## src/rtl/scp_pkg.sv

```systemverilog
package scp_pkg;

    localparam int CH_W    = 5;
    localparam int RB_W    = 14;
    localparam int MODE_W  = 2;
    localparam int CMD_W   = MODE_W + 3 + CH_W;
    localparam int RA_W    = CH_W + 1;
    localparam int OFS_IDX = 1 << CH_W;

    typedef enum logic [MODE_W-1:0] {
        M_ACQ    = 2'b00,
        M_BAD    = 2'b01,
        M_ACQ_RB = 2'b10,
        M_RB     = 2'b11
    } mode_e;

    typedef struct packed {
        mode_e           mode;
        logic            cal;
        logic            ofs;
        logic            test;
        logic [CH_W-1:0] chan;
    } cmd_t;

    function automatic logic cmd_bad(cmd_t c);
        return (c.mode == M_BAD) || c.test;
    endfunction

    function automatic logic cmd_acq(cmd_t c);
        return (c.mode == M_ACQ) || (c.mode == M_ACQ_RB);
    endfunction

    function automatic logic cmd_rb(cmd_t c);
        return (c.mode == M_ACQ_RB) || (c.mode == M_RB);
    endfunction

    function automatic logic [RA_W-1:0] rb_index(cmd_t c);
        return c.ofs ? RA_W'(OFS_IDX) : {1'b0, c.chan};
    endfunction

endpackage

```

## src/rtl/scp_sync.sv

```systemverilog
module scp_sync #(
    parameter int W     = 1,
    parameter int DEPTH = 2,
    parameter logic [W-1:0] RST_VAL = '0
) (
    input  logic         clk,
    input  logic         rst,
    input  logic [W-1:0] din,
    output logic [W-1:0] dout
);
    logic [W-1:0] stg [DEPTH];

    always_ff @(posedge clk) begin
        if (rst) begin
            for (int i = 0; i < DEPTH; i++) stg[i] <= RST_VAL;
        end else begin
            stg[0] <= din;
            for (int i = 1; i < DEPTH; i++) stg[i] <= stg[i-1];
        end
    end

    assign dout = stg[DEPTH-1];
endmodule

```

## src/rtl/scp_rx.sv

```systemverilog
module scp_rx
    import scp_pkg::*;
(
    input  logic clk,
    input  logic rst,
    input  logic start,
    input  logic active,
    input  logic en,
    input  logic fall,
    input  logic sdi,
    output logic cmd_vld,
    output cmd_t cmd
);
    localparam int CNT_W = $clog2(CMD_W + 1);

    logic [CMD_W-1:0] sh;
    logic [CNT_W-1:0] cnt;
    logic             done;

    always_ff @(posedge clk) begin
        if (rst) begin
            sh      <= '0;
            cnt     <= '0;
            done    <= 1'b0;
            cmd_vld <= 1'b0;
        end else begin
            cmd_vld <= 1'b0;
            if (start) begin
                cnt  <= '0;
                done <= 1'b0;
            end else if (active && en && fall && !done) begin
                sh  <= {sh[CMD_W-2:0], sdi};
                cnt <= cnt + 1'b1;
                if (cnt == CNT_W'(CMD_W - 1)) begin
                    done    <= 1'b1;
                    cmd_vld <= 1'b1;
                end
            end
        end
    end

    assign cmd = cmd_t'(sh);
endmodule

```

## src/rtl/scp_tx.sv

```systemverilog
module scp_tx
    import scp_pkg::*;
(
    input  logic            clk,
    input  logic            rst,
    input  logic            start,
    input  logic            active,
    input  logic            en,
    input  logic            rise,
    input  logic            fall,
    input  logic            busy,
    input  logic [RB_W-1:0] rd_data,
    output logic            sdo,
    output logic            sdo_oe,
    output logic            fin_p
);
    localparam int CNT_W = $clog2(RB_W + 1);

    logic [RB_W-1:0]  sh;
    logic [CNT_W-1:0] cnt;
    logic             started;
    logic             fin;

    always_ff @(posedge clk) begin
        if (rst) begin
            sh      <= '0;
            cnt     <= '0;
            started <= 1'b0;
            fin     <= 1'b0;
            sdo_oe  <= 1'b0;
            fin_p   <= 1'b0;
        end else begin
            fin_p <= 1'b0;
            if (start) begin
                cnt     <= '0;
                started <= 1'b0;
                fin     <= 1'b0;
                sdo_oe  <= 1'b0;
            end else if (!active) begin
                sdo_oe <= 1'b0;
            end else if (en && !fin) begin
                if (rise) begin
                    if (!started) begin
                        if (!busy) begin
                            sh      <= rd_data;
                            started <= 1'b1;
                            sdo_oe  <= 1'b1;
                        end
                    end else begin
                        sh <= {sh[RB_W-2:0], 1'b0};
                    end
                end
                if (fall && started) begin
                    cnt <= cnt + 1'b1;
                    if (cnt == CNT_W'(RB_W - 1)) begin
                        fin    <= 1'b1;
                        sdo_oe <= 1'b0;
                        fin_p  <= 1'b1;
                    end
                end
            end
        end
    end

    assign sdo = sh[RB_W-1];
endmodule

```

## src/rtl/scp_port.sv

```systemverilog
module scp_port
    import scp_pkg::*;
#(
    parameter int SYNC_DEPTH = 2
) (
    input  logic            clk,
    input  logic            rst,
    input  logic            frame_n,
    input  logic            sclk,
    input  logic            sdi,
    output logic            sdo,
    output logic            sdo_oe,
    output logic            acq_req,
    output logic            acq_cal,
    output logic            acq_ofs,
    output logic [CH_W-1:0] acq_chan,
    input  logic            acq_busy,
    output logic [RA_W-1:0] rd_addr,
    input  logic [RB_W-1:0] rd_data,
    output logic            cmd_err
);
    logic [2:0] pin_s;
    logic       frm_s, clk_s, dat_s;
    logic       frm_q, clk_q;
    logic       frm_fall, frm_rise, sck_rise, sck_fall;
    logic       frm_act, rd_frm, rb_pend;
    logic       cmd_vld, tx_fin;
    cmd_t       cmd;

    scp_sync #(.W(3), .DEPTH(SYNC_DEPTH), .RST_VAL(3'b100)) u_sync (
        .clk (clk),
        .rst (rst),
        .din ({frame_n, sclk, sdi}),
        .dout(pin_s)
    );

    assign {frm_s, clk_s, dat_s} = pin_s;

    always_ff @(posedge clk) begin
        if (rst) begin
            frm_q <= 1'b1;
            clk_q <= 1'b0;
        end else begin
            frm_q <= frm_s;
            clk_q <= clk_s;
        end
    end

    assign frm_fall = frm_q & ~frm_s;
    assign frm_rise = ~frm_q & frm_s;
    assign sck_rise = ~clk_q & clk_s;
    assign sck_fall = clk_q & ~clk_s;

    always_ff @(posedge clk) begin
        if (rst) begin
            frm_act <= 1'b0;
            rd_frm  <= 1'b0;
        end else if (frm_fall) begin
            frm_act <= 1'b1;
            rd_frm  <= rb_pend;
        end else if (frm_rise) begin
            frm_act <= 1'b0;
        end
    end

    scp_rx u_rx (
        .clk    (clk),
        .rst    (rst),
        .start  (frm_fall),
        .active (frm_act),
        .en     (!rd_frm),
        .fall   (sck_fall),
        .sdi    (dat_s),
        .cmd_vld(cmd_vld),
        .cmd    (cmd)
    );

    scp_tx u_tx (
        .clk    (clk),
        .rst    (rst),
        .start  (frm_fall),
        .active (frm_act),
        .en     (rd_frm),
        .rise   (sck_rise),
        .fall   (sck_fall),
        .busy   (acq_busy),
        .rd_data(rd_data),
        .sdo    (sdo),
        .sdo_oe (sdo_oe),
        .fin_p  (tx_fin)
    );

    always_ff @(posedge clk) begin
        if (rst) begin
            acq_req  <= 1'b0;
            acq_cal  <= 1'b0;
            acq_ofs  <= 1'b0;
            acq_chan <= '0;
            rb_pend  <= 1'b0;
            rd_addr  <= '0;
            cmd_err  <= 1'b0;
        end else begin
            acq_req <= 1'b0;
            if (tx_fin) rb_pend <= 1'b0;
            if (cmd_vld) begin
                if (cmd_bad(cmd)) begin
                    cmd_err <= 1'b1;
                end else begin
                    if (cmd_acq(cmd)) begin
                        acq_req  <= 1'b1;
                        acq_cal  <= cmd.cal;
                        acq_ofs  <= cmd.ofs;
                        acq_chan <= cmd.ofs ? '0 : cmd.chan;
                    end
                    if (cmd_rb(cmd)) begin
                        rb_pend <= 1'b1;
                        rd_addr <= rb_index(cmd);
                    end
                end
            end
        end
    end
endmodule

```

## config.mk

```make
export PLATFORM = sky130hd
export DESIGN_NAME = scp_port
export DESIGN_NICKNAME = d
export VERILOG_FILES = /design/src/rtl/scp_pkg.sv /design/src/rtl/scp_sync.sv /design/src/rtl/scp_rx.sv /design/src/rtl/scp_tx.sv /design/src/rtl/scp_port.sv
export SDC_FILE = /design/constraint.sdc
export NUM_CORES = 1
export LEC_CHECK = 0
export ABC_AREA = 1
export BUFFER_PORTS_ARGS = -buffer_cell sky130_fd_sc_hd__buf_2
export CAP_MARGIN = 20
export CELL_PAD_IN_SITES_DETAIL_PLACEMENT = 0
export CELL_PAD_IN_SITES_GLOBAL_PLACEMENT = 1
export CORE_AREA = 2 2 86 88
export CTS_CLUSTER_DIAMETER = 100
export DETAILED_ROUTE_END_ITERATION = 6
export DIE_AREA = 0 0 88 90
export PLACE_DENSITY = 0.84
export SLEW_MARGIN = 20
export SYNTH_ARGS = -nofsm -noshare
export SYNTH_HDL_FRONTEND = slang
export SYNTH_SLANG_ARGS = --single-unit
```

## constraint.sdc

```tcl
create_clock -name clk -period 2 [get_ports clk]
set_input_delay 0.2 -clock clk [delete_from_list [all_inputs] [get_ports clk]]
set_output_delay 0.2 -clock clk [all_outputs]
set_load 0.01 [all_outputs]
```

==> results of run 1 <==
## flip-flops by register name (all words and copies together), names as in the netlist, 4 cells and up
register,cells
u_rx.cmd,10
u_tx.sh,14
u_rx.cnt,4
u_sync.stg,6
rd_addr,6
u_tx.cnt,4
acq_chan,5
## final cells by class
class	count	area share [%]
clock buffers	9	3.86
inverters	34	4.06
well taps	99	3.86
repair buffers	41	6.79
clock inverters	7	3.00
flip-flops and latches	64	39.9
multi-input cells	257	38.5
## per-layer routing
layer	share of wire [%]	track usage, %
met1	49	18.0
met2	45	21.4
met3	4.4	4.22
met4	1.9	6.54
met5	0	0
## cells by family (layout without fill, tap and decap cells)
group / after synthesis / after routing
AOI/OAI and AO/OA: 62 / 62
xor gates and xnor gates: 2 / 2
adders and majority gates: 5 / 5
buffers and inverters: 51 / 91
DFF: 64 / 64
and+or+nand+nor: 188 / 188
## placed cells by master (no fill, tap or decap)
master | netlist | final
bufinv_16 | 0 | 2
xor2_1 | 2 | 2
clkinv_4 | 0 | 1
a31oi_1 | 1 | 1
nor2_4 | 2 | 2
nand3_1 | 23 | 23
clkbuf_8 | 0 | 9
nand2_1 | 80 | 80
inv_1 | 31 | 31
nor2_2 | 2 | 2
a21oi_4 | 1 | 1
or2_2 | 2 | 2
nand4_1 | 4 | 4
dfxtp_1 | 64 | 64
inv_2 | 2 | 2
a21boi_0 | 13 | 13
a21oi_1 | 28 | 28
clkinv_2 | 0 | 1
a21oi_2 | 4 | 4
o22ai_1 | 1 | 1
buf_4 | 3 | 5
nand3_2 | 1 | 1
nand2_2 | 3 | 3
inv_4 | 1 | 1
clkinvlp_4 | 0 | 3
o21ai_0 | 14 | 14
nor2_1 | 71 | 71
ha_1 | 5 | 5
buf_2 | 4 | 36
## critical path, delay by kind of cell, from the launching register on
family	cells	cell delay, ns
buf+inv	3	0.44
flops	1	0.31
simple gates	4	0.30
fa+ha+maj	1	0.23
compound gates	1	0.10
## final timing paths
check / slack, ns / depth (start not counted) / endpoint / from
setup / recovery: 0.52 / 9 / u_tx.sh[0]$_SDFFE_PP0P_ / u_sync.stg[0][5]$_SDFF_PP1_
hold / removal: 0.05 / 2 / u_sync.stg[0][2]$_SDFF_PP1_ / frame_n
setup reg to reg: 0.52 / 9 / u_tx.sh[0]$_SDFFE_PP0P_ / u_sync.stg[0][5]$_SDFF_PP1_
hold reg to reg: 0.40 / 2 / u_sync.stg[0][4]$_SDFF_PP0_ / u_sync.stg[0][1]$_SDFF_PP0_
## report_power, final
| part | switching (mW) | leakage (nW) | total [mW] | internal [mW] |
|---|---|---|---|---|
| Combinational | 0.0472 | 0.794 | 0.0794 | 0.0322 |
| Clock | 0.507 | 0.101 | 1.21 | 0.700 |
| Sequential | 0.00396 | 0.517 | 1.28 | 1.28 |
==> flow_metrics.py, run 1 <==
metrics = {
    "placed_design": {
        "place_congestion": 0.741,
        "hpwl_um": 3460,
        "preCtsSetupSlack_ns": 0.527,
        "portBuffers": 36,
        "dp_cells": 495,
        "placed_area_mm2": 0.00299,
    },
    "detailed_routing": {
        "dr.pass1.iters": 4,
        "vias": 2300,
        "drt_wl_total_um": 5100,
        "wl_per_cell_um": 9.97,
        "drtIter0Drc": 77,
        "drc": 0,
        "routed_via_density": 4.50,
        "postRouteAntennaNets": 0,
    },
    "synthesis": {
        "ys_top_cells_by_area": "dfxtp_1 46%, nand2_1 11%, nor2_1 9.6%, a21oi_1 5.1%, inv_1 4.2%",
        "synthAdderAreaFrac_pct": 2.26,
        "synth-edff-count": 0,
        "yosysTopAreaCell": "dfxtp_1",
        "synth_simple_gate_area_share_pct": 28.3,
        "ys_seq_elements": 64,
        "ys_top_cells_by_count": "80 x nand2_1, 71 x nor2_1, 64 x dfxtp_1",
        "ys_dominant_reg_cell": "dfxtp_1",
        "async_reset_ff_share_pct": 0,
        "synth_area_mm2": 0.00276,
        "synth_seq_area_share_pct": 46.4,
        "yosysTopAreaCellShare_pct": 46.4,
        "yosys_warnings": 0,
        "synth.area.mux_share_pct": 0,
        "synth_nets": 397,
        "synth_top_family_by_area": "simple AND/OR/NAND/NOR gates",
        "synth_xor_area_share_pct": 0.634,
        "synth_compound_area_share_pct": 13.4,
        "syn-instance-count": 372,
        "avgSynthCellArea_um2": 7.43,
        "post-synth-top-count-cell": "nand2_1",
        "synthDistinctLibCells": 26,
    },
    "final_layout": {
        "instances_no_fill": 511,
        "fin_nets": 432,
        "multi_input_area_mm2": 0.00123,
        "area_delta_synth_final_pct": 16.1,
        "final_util_pct": 45.7,
        "drive_gt1_share_pct": 18.2,
        "regArea_mm2": 0.00128,
        "nFillCells": 717,
        "final_cell_area_mm2": 0.00321,
        "n_antenna_cell": 0,
    },
    "critical_path": {
        "worst_path_largest_cell_delay_ns": 0.31,
        "cp_max_fo": 28,
        "worst_ep_required_time_ns": 2.24,
        "criticalPathCategory": "reg2reg",
        "cp-end-kind": "flip-flop",
        "crit_path_start_kind": "flip-flop",
        "crit_slowest_cell": "dfxtp_1",
        "crit_arrival_ns": 1.71,
        "cp_cell_sequence": "inv_1 -> ha_1 -> inv_2 -> nand2_2 -> a21oi_4 -> buf_4 -> nand3_1 -> nand2_1 -> nor2_1",
    },
    "pwr": {
        "p_leak_nw": 1.41,
        "peakVddDrop_v": 0.000365,
        "p_total_mw": 2.57,
        "power_density_mw_per_mm2": 802,
    },
    "clocking": {
        "htreeDepth": 3,
        "postCtsSetupBuffers": 0,
        "ctsResizeCount": 0,
        "cts_made_buffers": 9,
        "cts_max_path_buffers": 2,
        "clk_latency_ns": 0.34,
        "clkSinkCount": 64,
        "cts_tree": "built",
        "ctsHoldBuffers": 0,
        "clkTransAtPathRegs_ns": 0.07,
        "root_buffer": "clkbuf_8",
    },
    "sta": {
        "max_slew_margin_pct": 66.8,
        "min_period_ns": 1.48,
        "fin_setup_tns_ns": 0,
        "hold_viol": 0,
        "setup_ws_ns": 0.523,
        "max_freq_mhz": 677,
        "skew_ns": 0.00985,
        "setup_viol": 0,
        "tightest_slew_ns": 0.497,
        "slew_violations": 0,
        "worst_hold_slack_ns": 0.0489,
        "timing.final.crit_share_pct": 73.8,
        "rsz0062_at_grt": "false",
    },
    "grt": {
        "grt_pass1_vias": 2042,
        "grt_max_degree": 29,
        "grt_util_all_layers_pct": 14.1,
        "grt_pass1_wl_um": 8780,
        "grt-ovfl-total": 0,
        "antenna_found_initial": 0,
    },
    "floorplan": {
        "start_util_pct": 39.4,
        "coreArea_mm2": 0.00702,
        "rows": 31,
        "io-pin-count": 37,
        "die_y_um": 90,
        "die_w_um": 88,
        "die_area_mm2": 0.00792,
    },
    "flow_run": {
        "cap_violations": 0,
    },
    "min_path": {
        "min_path_type": "in2reg",
    },
    "outcome": {
        "outcome": "finished, final reports clean",
    },
}
Note: power is estimated with default switching activity, not from simulation.
==> run 2: changes to the inputs <==
- CORE_AREA: 2 2 86 88 -> 2 2 90 92
- DIE_AREA: 0 0 88 90 -> 0 0 92 94
- PLACE_DENSITY: 0.84 -> 0.81
- clock period: 2 -> 1.2 ns (I/O delays scaled with it)
==> flow_metrics.py, run 2 (synthesis results as in run 1) <==
metrics = {
    "min_path": {
        "whs_path_depth": 2,
        "min_path_type": "in2reg",
    },
    "grt": {
        "grt_util_all_layers_pct": 14.2,
        "grt_pass1_vias": 2194,
        "grt-ovfl-total": 0,
        "grt_max_degree": 29,
        "grt_pass1_wl_um": 9870,
        "antenna_found_initial": 0,
    },
    "final_layout": {
        "regArea_mm2": 0.00129,
        "instances_no_fill": 532,
        "nFillCells": 796,
        "area_delta_synth_final_pct": 22.9,
        "regMostFlops": "u_tx.sh",
        "mostFrequentLayoutCells": "80 x nand2_1, 70 x nor2_1, 59 x dfxtp_1",
        "n_antenna_cell": 0,
        "fin_nets": 450,
        "multi_input_area_mm2": 0.00129,
        "drive_gt1_share_pct": 24.0,
        "layout_commonest_cell": "nand2_1",
        "largest_reg_flops": 14,
    },
    "sta": {
        "max_freq_mhz": 771,
        "fin_setup_tns_ns": -1.40,
        "skew_ns": 0.00986,
        "rsz0062_at_grt": "true",
        "setup_ws_ns": -0.0969,
        "timing.final.crit_share_pct": 108,
        "min_period_ns": 1.30,
        "tightest_slew_ns": 0.317,
        "setup_viol": 21,
        "hold_viol": 0,
        "max_slew_margin_pct": 78.9,
        "slew_violations": 0,
    },
    "critical_path": {
        "worst_ep_required_time_ns": 1.47,
        "crit_slowest_cell": "dfxtp_2",
        "worst_r2r_path_depth": 9,
        "crit_buf_inv": 4,
        "cp_cell_sequence": "inv_2 -> ha_4 -> inv_4 -> nand2_4 -> a21oi_4 -> buf_12 -> buf_4 -> a21oi_2 -> nor2_1",
        "crit_cells": 9,
        "worst_path_largest_cell_delay_ns": 0.32,
        "critical_path.top_delay_family": "buffers and inverters",
        "criticalPathCategory": "reg2reg",
        "crit_arrival_ns": 1.57,
        "crit_path_start_kind": "flip-flop",
        "cp_max_fo": 28,
        "cp-end-kind": "flip-flop",
    },
    "clocking": {
        "cts_max_path_buffers": 2,
        "postCtsSetupBuffers": 0,
        "root_buffer": "clkbuf_8",
        "cts_made_buffers": 9,
        "htreeDepth": 3,
        "clkSinkCount": 64,
        "clkTransAtPathRegs_ns": 0.07,
        "clk_latency_ns": 0.34,
        "cts_tree": "built",
    },
    "placed_design": {
        "place_congestion": 0.716,
        "dp_cells": 513,
        "hpwl_um": 3820,
        "preCtsSetupSlack_ns": -0.113,
        "portBuffers": 36,
    },
    "detailed_routing": {
        "dr.pass1.iters": 4,
        "drtIter0Drc": 94,
        "vias": 2389,
        "drc": 0,
        "wl_per_cell_um": 10.6,
        "drt_wl_total_um": 5620,
        "routed_via_density": 4.49,
        "postRouteAntennaNets": 0,
    },
    "outcome": {
        "violations": "setup timing",
        "outcome": "finished, violations left",
    },
    "pwr": {
        "power_density_mw_per_mm2": 1160,
        "p_leak_nw": 1.50,
        "peakVddDrop_v": 0.000503,
        "p_total_mw": 3.93,
    },
    "floorplan": {
        "start_util_pct": 36.3,
        "die_area_mm2": 0.00865,
        "rows": 32,
        "coreArea_mm2": 0.00761,
        "io-pin-count": 37,
        "die_y_um": 94,
        "die_w_um": 92,
    },
    "flow_run": {
        "cap_violations": 0,
    },
}
==> run 2: path summary, 6_finish.rpt <==
path | from | to | slack (ns)
min reg2reg | u_sync.stg[0][0]$_SDFF_PP0_ | u_sync.stg[0][3]$_SDFF_PP0_ | 0.41
max reg2reg | u_sync.stg[0][5]$_SDFF_PP1_ | u_tx.sh[12]$_SDFFE_PP0P_ | -0.1
min | rst | acq_req$_SDFF_PP0_ | 0.04
max | u_sync.stg[0][5]$_SDFF_PP1_ | u_tx.sh[12]$_SDFFE_PP0P_ | -0.1
==> run 2: per-layer routing <==
metal / wire length [um] / up-vias / GRT usage [%]
met3: 208 / 6 / 3.93
met5: 0 / - / 0
met4: 68 / 0 / 5.22
met2: 2580 / 33 / 22.5
met1: 2760 / 1067 / 18.5
li1: - / 1283 / -
==> run 2: final cells by class <==
| class | count | share of cell area, % |
|---|---|---|
| inverter | 34 | 3.90 |
| sequential | 64 | 37.9 |
| tap | 102 | 3.76 |
| clock buffer | 11 | 4.16 |
| timing repair buffer | 59 | 11.3 |
| multi-input combinational | 257 | 38.0 |
| clock inverter | 5 | 0.958 |
==> run 2: per-stage QoR <==
stage / hold WS, ns / utilization, % / cell area [um^2]
2_1_floorplan: 0.204 / - / 2780
3_3_place_gp: 0.315 / 41.4 / 3150
3_5_place_dp: 0.316 / 41.4 / 3150
4_1_cts: 0.0177 / 44.2 / 3360
5_1_grt: 0.0355 / 44.7 / 3400
6_report: 0.0363 / 44.7 / 3400
==> run 2: repair_timing <==
item | in CTS | in global routing
hold endpoints to repair | 3 | 0
endpoints found under the setup margin | 32 | 44
hold buffers | 3 | 0
resized for setup | 4 | 10
==> run 2: power breakdown <==
group          switching, mW  leakage [nW]  internal [mW]
combinational         0.0877         0.902         0.0734
sequential           0.00618         0.518           2.14
clock                  0.829        0.0813          0.798
==> run 3: changes to the inputs <==
- ABC_AREA: 1 -> not set
- CORE_AREA: 2 2 90 92 -> 2 2 87 89
- DIE_AREA: 0 0 92 94 -> 0 0 89 91
==> flow_metrics.py, run 3 <==
metrics = {
    "clocking": {
        "cts_tree": "built",
        "htreeDepth": 3,
        "cts_max_path_buffers": 2,
        "clkTransAtPathRegs_ns": 0.08,
        "clk_latency_ns": 0.34,
        "cts_made_buffers": 9,
        "clkSinkCount": 64,
        "root_buffer": "clkbuf_8",
    },
    "final_layout": {
        "mostFrequentLayoutCells": "52 x dfxtp_1, 36 x buf_2, 32 x mux2i_1",
        "regMostFlops": "u_tx.sh",
        "fin_nets": 369,
        "largest_reg_flops": 14,
        "layout_commonest_cell": "dfxtp_1",
        "area_delta_synth_final_pct": 31.8,
        "n_antenna_cell": 0,
        "instances_no_fill": 448,
        "drive_gt1_share_pct": 38.1,
    },
    "sta": {
        "skew_ns": 0.0136,
        "hold_viol": 0,
        "max_slew_margin_pct": 77.0,
        "min_period_ns": 1.35,
        "max_freq_mhz": 742,
        "tightest_slew_ns": 0.345,
        "slew_violations": 0,
        "setup_viol": 24,
        "timing.final.crit_share_pct": 112,
        "rsz0062_at_grt": "true",
        "setup_ws_ns": -0.147,
    },
    "synthesis": {
        "avgSynthCellArea_um2": 9.79,
        "synthDistinctLibCells": 35,
        "ys_top_cells_by_area": "dfxtp_1 47%, mux2i_1 12%, nor2b_1 5.5%, mux2_2 4.9%, nor2_1 3.4%",
        "yosys_warnings": 0,
        "ys_top_cells_by_count": "64 x dfxtp_1, 32 x mux2i_1, 25 x nor2_1",
        "yosysTopAreaCell": "dfxtp_1",
        "synth_seq_area_share_pct": 46.9,
        "ys_seq_elements": 64,
        "synth-edff-count": 0,
        "syn-instance-count": 279,
        "async_reset_ff_share_pct": 0,
        "ys_dominant_reg_cell": "dfxtp_1",
        "synth_nets": 304,
        "post-synth-top-count-cell": "dfxtp_1",
        "synth_area_mm2": 0.00273,
        "yosysTopAreaCellShare_pct": 46.9,
    },
    "critical_path": {
        "worstReg2RegStart": "clk_q$_SDFF_PP0_",
        "cp_max_fo": 14,
        "worst_r2r_path_depth": 4,
        "crit_path_start_kind": "flip-flop",
        "worst_ep_required_time_ns": 1.42,
        "startpoint": "clk_q$_SDFF_PP0_",
        "rrSetupSlack_ns": -0.15,
        "reg2reg_to": "u_tx.sh[6]$_SDFFE_PP0P_",
        "crit_arrival_ns": 1.56,
        "cp-end-kind": "flip-flop",
        "endpoint": "u_tx.sh[6]$_SDFFE_PP0P_",
        "criticalPathCategory": "reg2reg",
    },
    "outcome": {
        "outcome": "finished, violations left",
        "violations": "setup timing",
    },
    "placed_design": {
        "portBuffers": 36,
        "place_congestion": 0.775,
        "dp_cells": 426,
        "hpwl_um": 3530,
    },
    "grt": {
        "grt_pass1_wl_um": 8940,
        "grt-ovfl-total": 0,
        "antenna_found_initial": 0,
        "grt_pass1_vias": 2054,
        "grt_max_degree": 25,
        "grt_util_all_layers_pct": 14.1,
    },
    "detailed_routing": {
        "drc": 0,
        "vias": 2061,
        "drt_wl_total_um": 5110,
        "postRouteAntennaNets": 0,
        "drtIter0Drc": 72,
        "dr.pass1.iters": 4,
        "routed_via_density": 4.60,
        "wl_per_cell_um": 11.4,
    },
    "pwr": {
        "p_leak_nw": 1.49,
        "power_density_mw_per_mm2": 1090,
        "peakVddDrop_v": 0.000693,
        "p_total_mw": 3.92,
    },
    "floorplan": {
        "start_util_pct": 38.3,
        "die_y_um": 91,
        "coreArea_mm2": 0.00714,
        "die_area_mm2": 0.00810,
        "rows": 31,
        "die_w_um": 89,
        "io-pin-count": 37,
    },
    "min_path": {
        "min_path_type": "in2reg",
    },
    "flow_run": {
        "cap_violations": 0,
    },
}
-- run 3: changes by cell type after synthesis, sizes merged, moves of 10 or more --
cell	before	now
nand3	24	2
a21boi	13	0
nor2b	0	24
a21oi	33	17
nand2	83	14
mux2i	0	32
o21ai	14	4
inv	34	9
nand2b	0	13
mux2	0	13
nor2	75	25
-- run 3: worst min path at each step --
| stage | depth (start not counted) | startpoint | slack (ns) | end |
|---|---|---|---|---|
| CTS | 3 | rd_data[0] | 0.13 | u_tx.sh[0]$_SDFFE_PP0P_ |
| detailed placement | 2 | frame_n | 0.31 | u_sync.stg[0][2]$_SDFF_PP1_ |
| floorplan | 1 | frame_n | 0.22 | u_sync.stg[0][2]$_SDFF_PP1_ |
| global route | 4 | rd_data[11] | 0.16 | u_tx.sh[11]$_SDFFE_PP0P_ |
| finish | 4 | rd_data[10] | 0.15 | u_tx.sh[10]$_SDFFE_PP0P_ |
| global placement | 2 | frame_n | 0.30 | u_sync.stg[0][2]$_SDFF_PP1_ |
-- run 3: kinds of logic (layout without fill, tap and decap cells) --
kind of cell | count (synthesis) | count (layout) | share of synthesized area [%]
buffers and inverters | 25 | 95 | 4.12
AOI/OAI and AO/OA | 31 | 31 | 7.24
and+or+nand+nor | 109 | 109 | 22.2
muxes | 45 | 45 | 17.2
adders and majority gates | 5 | 5 | 2.29
DFF | 64 | 64 | 46.9
-- run 3: layer usage --
layer	vias to the layer above	part of all wire (%)	GRT usage, %
met1	937	47	17.7
met2	30	48	21.7
met3	13	3.2	4.18
met5	-	0	0
li1	1081	-	-
met4	0	1.9	6.84
-- run 3: timing repair --
action / in CTS / in global routing
pin swaps: 4 / 11
gates resized for setup: 19 / 22
hold buffers: 3 / 0
gates cloned: 1 / 0
buffers inserted: 1 / 2
endpoints found under the hold margin: 3 / 0
endpoints found under the setup margin: 35 / 43
-- run 3: critical path, stage by stage, from the launching register on --
cell and delay [ns]:
dfxtp_2 0.33, and4bb_2 0.33, o2111ai_4 0.11, buf_12 0.17
mux2_4 0.29
-- run 3: cell type report --
class | count | area, um^2
clock buffer | 12 | 145
clock inverter | 4 | 30.0
fill | 694 | 3540
inverter | 9 | 36.3
multi-input combinational | 190 | 1450
sequential | 64 | 1300
tap | 99 | 124
timing repair buffer | 70 | 514
-- run 3: through the flow --
step           setup slack (ns)  util [%]  hold WS [ns]  setup TNS, ns  instance area (um^2)
6_report                 -0.147      50.4         0.146          -2.28                  3600
3_5_place_dp             -0.172      45.2         0.314          -3.95                  3230
4_1_cts                  -0.150      49.2         0.130          -2.10                  3510
3_3_place_gp             -0.153      45.2         0.302          -3.59                  3230
2_1_floorplan            -0.152         -         0.224          -1.35                  2780
5_1_grt                  -0.224      50.4         0.161          -3.72                  3600
-- run 3: where the power goes --
| part | internal, mW | switching, mW | total [mW] |
|---|---|---|---|
| Sequential | 2.13 | 0.00526 | 2.13 |
| Combinational | 0.0935 | 0.0830 | 0.176 |
| Clock | 0.810 | 0.804 | 1.61 |
| Total | 3.03 | 0.892 | 3.92 |
